<file path="src/rtl/pirq_pkg.sv">
package pirq_pkg;

    localparam int NUM_INTX = 4;
    localparam int NUM_ERR  = 6;
    localparam int NUM_SRC  = NUM_INTX + NUM_ERR;
    localparam int EN_OFS   = 16;
    localparam int REG_W    = 32;
    localparam int GAP_LO   = EN_OFS - NUM_SRC;
    localparam int GAP_HI   = REG_W - EN_OFS - NUM_SRC;

    // Bit positions of the sources inside the pending half of the register
    localparam int SRC_INTA = 0;
    localparam int SRC_INTB = 1;
    localparam int SRC_INTC = 2;
    localparam int SRC_INTD = 3;
    localparam int SRC_DPED = 4;   // data parity error detected
    localparam int SRC_STA  = 5;   // signalled target abort
    localparam int SRC_RTA  = 6;   // received target abort
    localparam int SRC_RMA  = 7;   // received master abort
    localparam int SRC_SSE  = 8;   // signalled system error
    localparam int SRC_DPE  = 9;   // detected parity error

    typedef struct packed {
        logic [NUM_ERR-1:0]  err;
        logic [NUM_INTX-1:0] intx;
    } pend_t;

    function automatic logic [NUM_SRC-1:0] default_en(input bit all_err);
        logic [NUM_SRC-1:0] e;
        e = '0;
        e[SRC_STA] = 1'b1;
        e[SRC_RTA] = 1'b1;
        e[SRC_RMA] = 1'b1;
        if (all_err) begin
            e[SRC_DPED] = 1'b1;
            e[SRC_SSE]  = 1'b1;
            e[SRC_DPE]  = 1'b1;
        end
        return e;
    endfunction

    function automatic logic [REG_W-1:0] pack_reg(input logic [NUM_SRC-1:0] en,
                                                  input pend_t p);
        return {{GAP_HI{1'b0}}, en, {GAP_LO{1'b0}}, p};
    endfunction

endpackage

</file>
<file path="src/rtl/pirq_sync.sv">
module pirq_sync #(
    parameter int W      = 4,
    parameter int STAGES = 2
) (
    input  logic         clk,
    input  logic         rst,
    input  logic [W-1:0] in_n,
    output logic [W-1:0] level
);
    for (genvar b = 0; b < W; b++) begin : g_bit
        logic [STAGES-1:0] chain;
        always_ff @(posedge clk) begin
            if (rst) chain <= '0;
            else     chain <= {chain[STAGES-2:0], ~in_n[b]};
        end
        assign level[b] = chain[STAGES-1];
    end
endmodule

</file>
<file path="src/rtl/pirq_errlat.sv">
module pirq_errlat #(
    parameter int N = 6
) (
    input  logic         clk,
    input  logic         rst,
    input  logic [N-1:0] evt,
    input  logic         clr_wr,
    input  logic [N-1:0] clr_mask,
    input  logic         clr_all,
    output logic [N-1:0] pend
);
    for (genvar i = 0; i < N; i++) begin : g_err
        always_ff @(posedge clk) begin
            if (rst)
                pend[i] <= 1'b0;
            else if (evt[i])
                pend[i] <= 1'b1;
            else if (clr_all || (clr_wr && clr_mask[i]))
                pend[i] <= 1'b0;
        end
    end
endmodule

</file>
<file path="src/rtl/pirq_route.sv">
module pirq_route #(
    parameter int SLOT_W = 5
) (
    input  logic [SLOT_W-1:0] slot,
    input  logic [2:0]        dev_pin,
    output logic [1:0]        host_intx
);
    // Adding 3 equals subtracting 1 modulo 4; only the low two bits matter
    assign host_intx = 2'(slot + SLOT_W'(dev_pin) + SLOT_W'(3));
endmodule

</file>
<file path="src/rtl/pci_irq_agg.sv">
module pci_irq_agg
    import pirq_pkg::*;
#(
    parameter bit ALL_ERR     = 1'b0,
    parameter int SLOT_W      = 5,
    parameter int SYNC_STAGES = 2
) (
    input  logic              clk,
    input  logic              rst,
    input  logic [3:0]        intx_n,
    input  logic [5:0]        err_evt,
    input  logic              reg_wr,
    input  logic [31:0]       reg_wdata,
    output logic [31:0]       reg_rdata,
    output logic              irq,
    input  logic [SLOT_W-1:0] slot,
    input  logic [2:0]        dev_pin,
    output logic [1:0]        host_intx
);
    pend_t              pend;
    logic [NUM_SRC-1:0] en_q;
    logic               zero_wr;

    assign zero_wr = reg_wr && (reg_wdata == '0);

    pirq_sync #(.W(NUM_INTX), .STAGES(SYNC_STAGES)) u_sync (
        .clk   (clk),
        .rst   (rst),
        .in_n  (intx_n),
        .level (pend.intx)
    );

    pirq_errlat #(.N(NUM_ERR)) u_err (
        .clk      (clk),
        .rst      (rst),
        .evt      (err_evt),
        .clr_wr   (reg_wr),
        .clr_mask (reg_wdata[SRC_DPED +: NUM_ERR]),
        .clr_all  (zero_wr),
        .pend     (pend.err)
    );

    always_ff @(posedge clk) begin
        if (rst)
            en_q <= default_en(ALL_ERR);
        else if (reg_wr)
            en_q <= reg_wdata[EN_OFS +: NUM_SRC];
    end

    always_ff @(posedge clk) begin
        if (rst) irq <= 1'b0;
        else     irq <= |(en_q & pend);
    end

    assign reg_rdata = pack_reg(en_q, pend);

    pirq_route #(.SLOT_W(SLOT_W)) u_route (
        .slot      (slot),
        .dev_pin   (dev_pin),
        .host_intx (host_intx)
    );
endmodule

</file>
<file path="config.mk">
export PLATFORM = sky130hd
export DESIGN_NAME = pci_irq_agg
export DESIGN_NICKNAME = d
export VERILOG_FILES = /design/src/rtl/pirq_pkg.sv /design/src/rtl/pirq_sync.sv /design/src/rtl/pirq_errlat.sv /design/src/rtl/pirq_route.sv /design/src/rtl/pci_irq_agg.sv
export SDC_FILE = /design/constraint.sdc
export NUM_CORES = 1
export LEC_CHECK = 0
export CAP_MARGIN = 20
export CORE_ASPECT_RATIO = 1.5
export CORE_MARGIN = 2
export CORE_UTILIZATION = 30
export CTS_CLUSTER_DIAMETER = 60
export DETAILED_ROUTE_END_ITERATION = 6
export HOLD_SLACK_MARGIN = 0.02
export PLACE_DENSITY = 0.75
export SYNTH_ARGS = -nofsm -noshare
export SYNTH_HDL_FRONTEND = slang
export SYNTH_SLANG_ARGS = --single-unit
</file>
<file path="constraint.sdc">
create_clock -name clk -period 1.21 [get_ports clk]
set_input_delay 0.242 -clock clk [delete_from_list [all_inputs] [get_ports clk]]
set_output_delay 0.242 -clock clk [all_outputs]
set_load 0.01 [all_outputs]
</file>
# Word level (Yosys, flattened, before mapping)
# Cells that the tools add are included.
# totals
register_bits	25
inputBits	53
word_cells	52
out_inout_bits	35
# classes
muxes	12
n_addsub	2
n_reduce_logical	21
n_bitwise	5
# op_table
cell	count
logical NOT 32 bit	1
2-to-1 mux 1 bit	12
nonzero test 2 bit	6
bitwise AND 10 bit	1
OR reduction 10 bit	1
logical AND 1 bit	7
logical OR 1 bit	6
NOT 1 bit	4
adder 2 bit	1
adder 2 bit, second input constant	1

# Longest topological paths before layout
# Gate-level depths: netlist of run 1.
# logic_depth
depth_word	5
depth_mapped	4
mapped_depth_nobuf	3

# By module
# From an unflattened synthesis of run 1, not the netlist that was laid out.
# hier_totals
hier_cells	114
hier_area_um2	1086.0
# modules_own_cells
mod	cells_per_inst	area_each_um2	seq_area_each_um2	instances
pci_irq_agg	64	601.8	220.2	1
pirq_sync	20	230.2	160.2	1
pirq_errlat	25	206.4	120.1	1
pirq_route	5	47.5	0.0	1

# Worst setup path before layout of run 1
# No wires, ideal clock.
# synth_path
path_kind	input port to flip-flop
startpoint	in reg_wdata[22]
endpoint	reg u_err.pend[0]
setup_slack_ps	1
t_arrival_ps	1076
required_time_ps	1076
setup_time_ps	134
path_buffers	1
path_stages	4
path_cell_list	or4_4 -> buf_6 -> nor3_2 -> a311oi_1
# synth_between
elab_chain_cells	4
# synth_rtl
item	line	rtl
start, declared	pci_irq_agg.sv:13	input logic [31:0] reg_wdata,
logical NOT 32 bit	pci_irq_agg.sv:24	assign zero_wr = reg_wr && (reg_wdata == '0);
logical AND 1 bit	pci_irq_agg.sv:24	
logical OR 1 bit	pirq_errlat.sv:18	else if (clr_all || (clr_wr && clr_mask[i]))
nonzero test 2 bit (no source line)	--	
end signal, assigned by index	pirq_errlat.sv:15	pend[i] <= 1'b0;
end signal, assigned by index	pirq_errlat.sv:17	pend[i] <= 1'b1;
end signal, assigned by index	pirq_errlat.sv:19	pend[i] <= 1'b0;
end, declared	pirq_errlat.sv:10	output logic [N-1:0] pend
# No other way between the ends.
# A chain may end at the register's enable or synchronous reset.

# Final worst setup path of run 1
# layout_path
startpoint	in reg_wdata[28]
endpoint	reg u_err.pend[5]
# The elaborated chain is that of the path after synthesis.

==> results of run 1 <==
## layer usage
layer	wire, µm	GRT usage (%)	up-vias
met5	0	0	-
met4	54	6.59	0
met3	345	5.89	5
met2	1730	26.5	56
met1	1250	16.1	540
li1	-	-	573
## cells by family (layout without fill, tap and decap cells)
| logic type | after synthesis | count (layout) | synth area share (%) |
|---|---|---|---|
| simple gates | 41 | 41 | 20.7 |
| buf+inv | 27 | 97 | 14.8 |
| flops | 25 | 25 | 42.3 |
| compound gates | 21 | 21 | 13.4 |
| mux | 7 | 7 | 5.92 |
| xor+xnor | 2 | 2 | 1.48 |
| fa+ha+maj | 1 | 1 | 1.06 |
| other cells | 1 | 12 | 0.317 |
## Yosys cell counts, types with 3 or more instances
cell,instances
nor3_2,6
dfxtp_1,25
nor4_1,5
nor2_1,11
nand2_1,6
clkbuf_1,3
a21oi_1,6
a311oi_1,6
inv_1,3
mux2i_1,7
nor2b_1,7
buf_4,17
## cell type report
| cell class | count | area [µm²] |
|---|---|---|
| Sequential cell | 25 | 504 |
| Timing Repair Buffer | 90 | 865 |
| Multi-Input combinational cell | 84 | 616 |
| Tap cell | 45 | 56.3 |
| Fill cell | 371 | 1750 |
| Clock buffer | 3 | 41.3 |
| Inverter | 3 | 11.3 |
| Clock inverter | 1 | 7.51 |
## cells in the final DEF (no fill, tap or decap), drive strengths merged, types with 5 or more instances in the layout
cell type      netlist  final
a21oi                6      6
dfxtp               25     25
nor2                11     11
clkdlybuf4s15        0      6
nor4                 5      5
conb                 1     12
mux2i                7      7
nor2b                7      7
a311oi               6      6
buf                 21     21
nand2                6      6
dlymetal6s2s         0      9
dlygate4sd2          0     24
clkdlybuf4s50        0     30
nor3                 7      7
## what timing repair did
action | 4_1_cts | 5_1_grt
endpoints found under the setup margin | 29 | 14
gates cloned | 0 | 0
resized for setup | 51 | 21
hold buffers | 0 | 0
pin swaps | 7 | 9
## path summary, 6_finish.rpt
kind | slack [ns] | endpoint | depth (start not counted) | startpoint
worst min register to register | 0.44 | u_sync.g_bit[0].chain[1] | 1 | u_sync.g_bit[0].chain[0]
worst max register to register | 0.14 | irq | 3 | u_err.pend[1]
worst min-delay path | 0.35 | en_q[4] | 3 | reg_wdata[20]
worst max-delay path | 0.006 | u_err.pend[5] | 4 | reg_wdata[28]
## registers in the layout, indices dropped and copies added, names as in the netlist
signal / flops
en_q: 10
irq: 1
u_err.pend: 6
u_sync.g_bit.chain: 8
## through the flow
| step | util [%] | setup slack (ns) | area, µm² | hold WS [ns] | cells |
|---|---|---|---|---|---|
| 6_report | 54.5 | 0.00607 | 2100 | 0.347 | 251 |
| 5_1_grt | 54.5 | -0.0112 | 2100 | 0.371 | 251 |
| 4_1_cts | 52.9 | -0.176 | 2040 | 0.378 | 251 |
| 3_5_place_dp | 51.8 | -0.690 | 2000 | 0.428 | 247 |
| 3_3_place_gp | 51.8 | -0.646 | 2000 | 0.417 | 247 |
| 2_1_floorplan | - | 0.000600 | 1220 | 0.314 | 136 |
## power by group through the flow
stage / clock network [mW] / registers [mW] / logic (mW)
2_1_floorplan: 0 / 0.938 / 0.175
3_3_place_gp: 0 / 0.924 / 0.502
3_5_place_dp: 0 / 0.925 / 0.507
4_1_cts: 0.519 / 0.904 / 0.473
5_1_grt: 0.561 / 0.912 / 0.517
6_report: 0.502 / 0.905 / 0.476
## critical path: stages
cell             delay (ns)
clkdlybuf4s50_1        0.42
nor4_2                 0.28
and4_4                 0.31
a311oi_1               0.10
==> results.sh, run 1 <==
export IMPL_synth_enable_flop_cells=0
export IMPL_hold_class="primary input to flip-flop"
export IMPL_die_area_um2=4470
export IMPL_drcViolationCount=0
export IMPL_endpoint_kind="flip-flop"
export IMPL_synth_area_top_cells="dfxtp_1 (42%), buf_4 (11%), mux2i_1 (5.9%), nor3_2 (5.1%), a311oi_1 (4.4%)"
export IMPL_max_freq_mhz=831
export IMPL_initial_utilization_pct=30.7
export IMPL_std_cell_rows=28
export IMPL_vias=1174
export IMPL_fin_skew_ns=0.00714
export IMPL_ys_seq_area_share_pct=42.3
export IMPL_postCtsSetupBuffers=0
export IMPL_drt_iter0_drc=12
export IMPL_fin_tns_setup_ns=0
export IMPL_nets=261
export IMPL_routedWlPerCell_um=13.5
export IMPL_criticalPathCategory="primary input to flip-flop"
export IMPL_swShare_pct=25.9
export IMPL_synth_largest_area_cell="dfxtp_1"
export IMPL_synth_area_per_cell_um2=9.47
export IMPL_syn2layout_area_growth_pct=77.5
export IMPL_gr_usage_all_layers_pct=15.2
export IMPL_p_comb_share_pct=25.3
export IMPL_clk_pin_slew_ns=0.09
export IMPL_final_max_slew_viol_count=0
export IMPL_die_h_um=80.9
export IMPL_async_reset_ff_share_pct=0
export IMPL_crit_required_ns=1.36
export IMPL_n_antenna_cell=0
export IMPL_synth_top_area_share_pct=42.3
export IMPL_cap_viol_max_count=0
export IMPL_irDropWorstVdd_v=0.000765
export IMPL_p_int_mw=1.40
export IMPL_ys_seq_elements=25
export IMPL_htree_num_levels=1
export IMPL_grt_max_degree=20
export IMPL_cts_buffers=3
export IMPL_port_buffers=71
export IMPL_root_buffer="clkbuf_8"
export IMPL_p_total_mw=1.88
export IMPL_place_congestion=0.752
export IMPL_dp_hpwl_mm=2.60
export IMPL_setup_viol=0
export IMPL_power_per_cell_area_nw_per_um2=896
export IMPL_dr_pass1_iters=4
export IMPL_grt_pass1_vias=1148
export IMPL_vias_per_cell=4.68
export IMPL_p_seq_share_pct=48.1
export IMPL_cts_tree="done"
export IMPL_min_period_over_period_pct=99.5
export IMPL_cts_path_max_buffers=2
export IMPL_ant_nets=0
export IMPL_ys_warn_count=0
export IMPL_die_w_um=55.3
export IMPL_layout_min_cycle_time_ns=1.20
export IMPL_power_switching_uw=487
export IMPL_ys_flop_type="dfxtp_1"
export IMPL_core_um2=3850
export IMPL_io_pins=88
export IMPL_grt_overflow=0
export IMPL_critPathArrivalTime_ns=1.35
export IMPL_clkPwrFrac_pct=26.6
export IMPL_syn_area_um2=1180
export IMPL_insertion_delay_ns=0.27
export IMPL_drive_above_1_share_pct=23.3
export IMPL_start_kind="primary input"
export IMPL_netlist_cell_type_count=30
export IMPL_antenna_found_initial=0
export IMPL_status="finished, final reports clean"
export IMPL_grt_pass1_wl_mm=5.29
export IMPL_drt_wl_total_mm=3.38
export IMPL_netlist_instances=125
export IMPL_worstPathMaxFanout=6
export IMPL_clock_sinks=25
export IMPL_hold_violations=0
export IMPL_p_leak_nw=0.990
Note: power is estimated with default switching activity, not from simulation.
==> run 2: changes to the inputs <==
- CORE_UTILIZATION: 30 -> 31
- CTS_BUF_LIST: default -> sky130_fd_sc_hd__clkbuf_8
- PLACE_DENSITY: 0.75 -> 0.77
- clock period: 1.21 -> 1.05 ns (I/O delays scaled with it)
==> run 2 against run 1 <==
  * The run now ends with negative setup slack left
  * Critical path type unchanged
  * Hold slack worse by 0.13 ns
  * Clock power increased by 11%
  * Setup slack lost 0.070 ns
  * Cell count up 2.8%
  * First-iteration DRC count down 25%
  * Total power rose by 16%
  * Highest routed layer unchanged
  * Sequential power is 15% higher
==> results.sh, run 2 (synthesis results as in run 1) <==
export IMPL_critPathArrivalTime_ns=1.25
export IMPL_rr_endpoint="irq"
export IMPL_worstPathMaxFanout=4
export IMPL_cts_path_max_buffers=2
export IMPL_hold_path_end="en_q[2]"
export IMPL_p_total_mw=2.18
export IMPL_antenna_found_initial=0
export IMPL_die_w_um=54.5
export IMPL_die_area_um2=4340
export IMPL_worstReg2RegStart="u_sync.g_bit[0].chain[1]"
export IMPL_drt_wl_total_mm=3.43
export IMPL_crit_chain="buf_6, or4_4, buf_12, nor3_4, a311oi_2"
export IMPL_core_um2=3680
export IMPL_hold_class="primary input to flip-flop"
export IMPL_fin_tns_setup_ns=-0.165
export IMPL_hold_violations=0
export IMPL_start_kind="primary input"
export IMPL_grt_pass1_wl_mm=5.30
export IMPL_endpoint_kind="flip-flop"
export IMPL_violations="negative setup slack"
export IMPL_irDropWorstVdd_v=0.00102
export IMPL_routedWlPerCell_um=13.3
export IMPL_grt_overflow=0
export IMPL_final_common_cell="buf_4"
export IMPL_rsz0062_at_grt="yes"
export IMPL_status="complete, but fails checks"
export IMPL_die_h_um=79.7
export IMPL_drt_iter0_drc=9
export IMPL_drcViolationCount=0
export IMPL_final_max_slew_viol_count=0
export IMPL_fin_skew_ns=0.00148
export IMPL_insertion_delay_ns=0.26
export IMPL_clock_sinks=25
export IMPL_cts_buffers=3
export IMPL_final_cells=258
export IMPL_root_buffer="clkbuf_8"
export IMPL_vias=1199
export IMPL_hp_start="reg_wdata[18]"
export IMPL_hold_depth=3
export IMPL_cp_slowest_cell="or4_4"
export IMPL_dp_cells=252
export IMPL_dp_hpwl_mm=2.69
export IMPL_gr_usage_all_layers_pct=16.2
export IMPL_criticalPathCategory="primary input to flip-flop"
export IMPL_syn2layout_area_growth_pct=78.8
export IMPL_initial_utilization_pct=32.1
export IMPL_fin_hold_ws_ns=0.213
export IMPL_std_cell_rows=27
export IMPL_setup_viol=6
export IMPL_setup_ws_ns=-0.0638
export IMPL_grt_max_degree=20
export IMPL_final_fill_count=344
export IMPL_port_buffers=71
export IMPL_clk_pin_slew_ns=0.09
export IMPL_r2r_cells=3
export IMPL_htree_num_levels=1
export IMPL_critPathTopFamily="simple AND/OR/NAND/NOR gates"
export IMPL_grt_pass1_vias=1219
export IMPL_p_leak_nw=0.979
export IMPL_dr_pass1_iters=4
export IMPL_nets=270
export IMPL_n_antenna_cell=0
export IMPL_io_pins=88
export IMPL_layout_min_cycle_time_ns=1.11
export IMPL_top_regs="en_q x10, u_sync.g_bit.chain x8, u_err.pend x6"
export IMPL_crit_required_ns=1.19
export IMPL_max_freq_mhz=898
export IMPL_path_buf_inv=2
export IMPL_top_register="en_q"
export IMPL_min_period_over_period_pct=106
export IMPL_place_congestion=0.720
export IMPL_largest_register_ff_count=10
export IMPL_drive_above_1_share_pct=52.1
export IMPL_final_cell_mix="buf_4 (24), buf_2 (22), dlygate4sd2_1 (20)"
export IMPL_vias_per_cell=4.65
export IMPL_cts_tree="done"
export IMPL_reg2reg_slack_ns=0.04
export IMPL_cap_viol_max_count=0
export IMPL_ant_nets=0
export IMPL_power_per_cell_area_nw_per_um2=1030
export IMPL_worst_path_largest_cell_delay_ns=0.57
==> run 2: cell count changes in the layout (fill, tap and decap cells not counted), sizes merged <==
cell and change:
dlygate4sd2 -4, dlymetal6s2s -8, clkinv +1, buf +34, clkinvlp -1, clkdlybuf4s50 -15
clkdlybuf4s15 -2, clkbuf +4
==> run 2: final cells by class <==
type                    instances  area [µm²]  share of cell area (%)
clock buffers                   3        41.3                    1.95
clock inverters                 1        5.00                   0.237
inverters                       3        11.3                   0.532
multi-input cells              84         661                    31.2
flip-flops and latches         25         524                    24.8
well taps                      43        53.8                    2.54
repair buffers                 99         820                    38.7
==> run 2: how the worst max path moves through the flow <==
stage / startpoint / end / slack, ns / cells past startpoint
2_1_floorplan: reg_wdata[22] / u_err.pend[0] / -0.12 / 4
3_3_place_gp: slot[0] / host_intx[1] / -0.74 / 5
3_5_place_dp: slot[0] / host_intx[1] / -0.79 / 5
4_1_cts: reg_wdata[22] / u_err.pend[3] / -0.08 / 5
5_1_grt: reg_wdata[3] / u_err.pend[3] / -0.07 / 5
6_report: reg_wdata[3] / u_err.pend[3] / -0.06 / 5
==> run 2: tightest hold or removal path, cell delays in order <==
cell and delay, ns:
clkbuf_2 0.10, mux2i_1 0.06, nor2_1 0.07
==> run 2: where the power goes <==
group / internal [mW] / switching [mW] / total, mW
combinational: 0.333 / 0.243 / 0.576
sequential: 1.02 / 0.0293 / 1.04
clock: 0.265 / 0.293 / 0.558
==> run 2: stage by stage <==
stage / util (%) / setup WS, ns / cell area (µm²)
final: 57.5 / -0.0638 / 2120
after detailed placement: 55.6 / -0.795 / 2050
after global routing: 57.5 / -0.0726 / 2120
after floorplan: - / -0.122 / 1220
after CTS: 58.9 / -0.0808 / 2170
after global placement: 55.6 / -0.743 / 2050
==> run 2: repair_timing <==
| item | in CTS | in global routing |
|---|---|---|
| gates resized for setup | 161 | 37 |
| pin swaps | 22 | 15 |
| endpoints found under the setup margin | 40 | 26 |
| hold buffers | 0 | 0 |
| buffers inserted | 2 | 0 |
==> run 2: layer usage <==
layer / track usage [%] / vias to the layer above / routed length, µm
met4: 3.00 / 0 / 14
met3: 3.00 / 2 / 301
met5: 0 / - / 0
li1: - / 595 / -
met2: 31.8 / 53 / 1910
met1: 16.7 / 549 / 1200
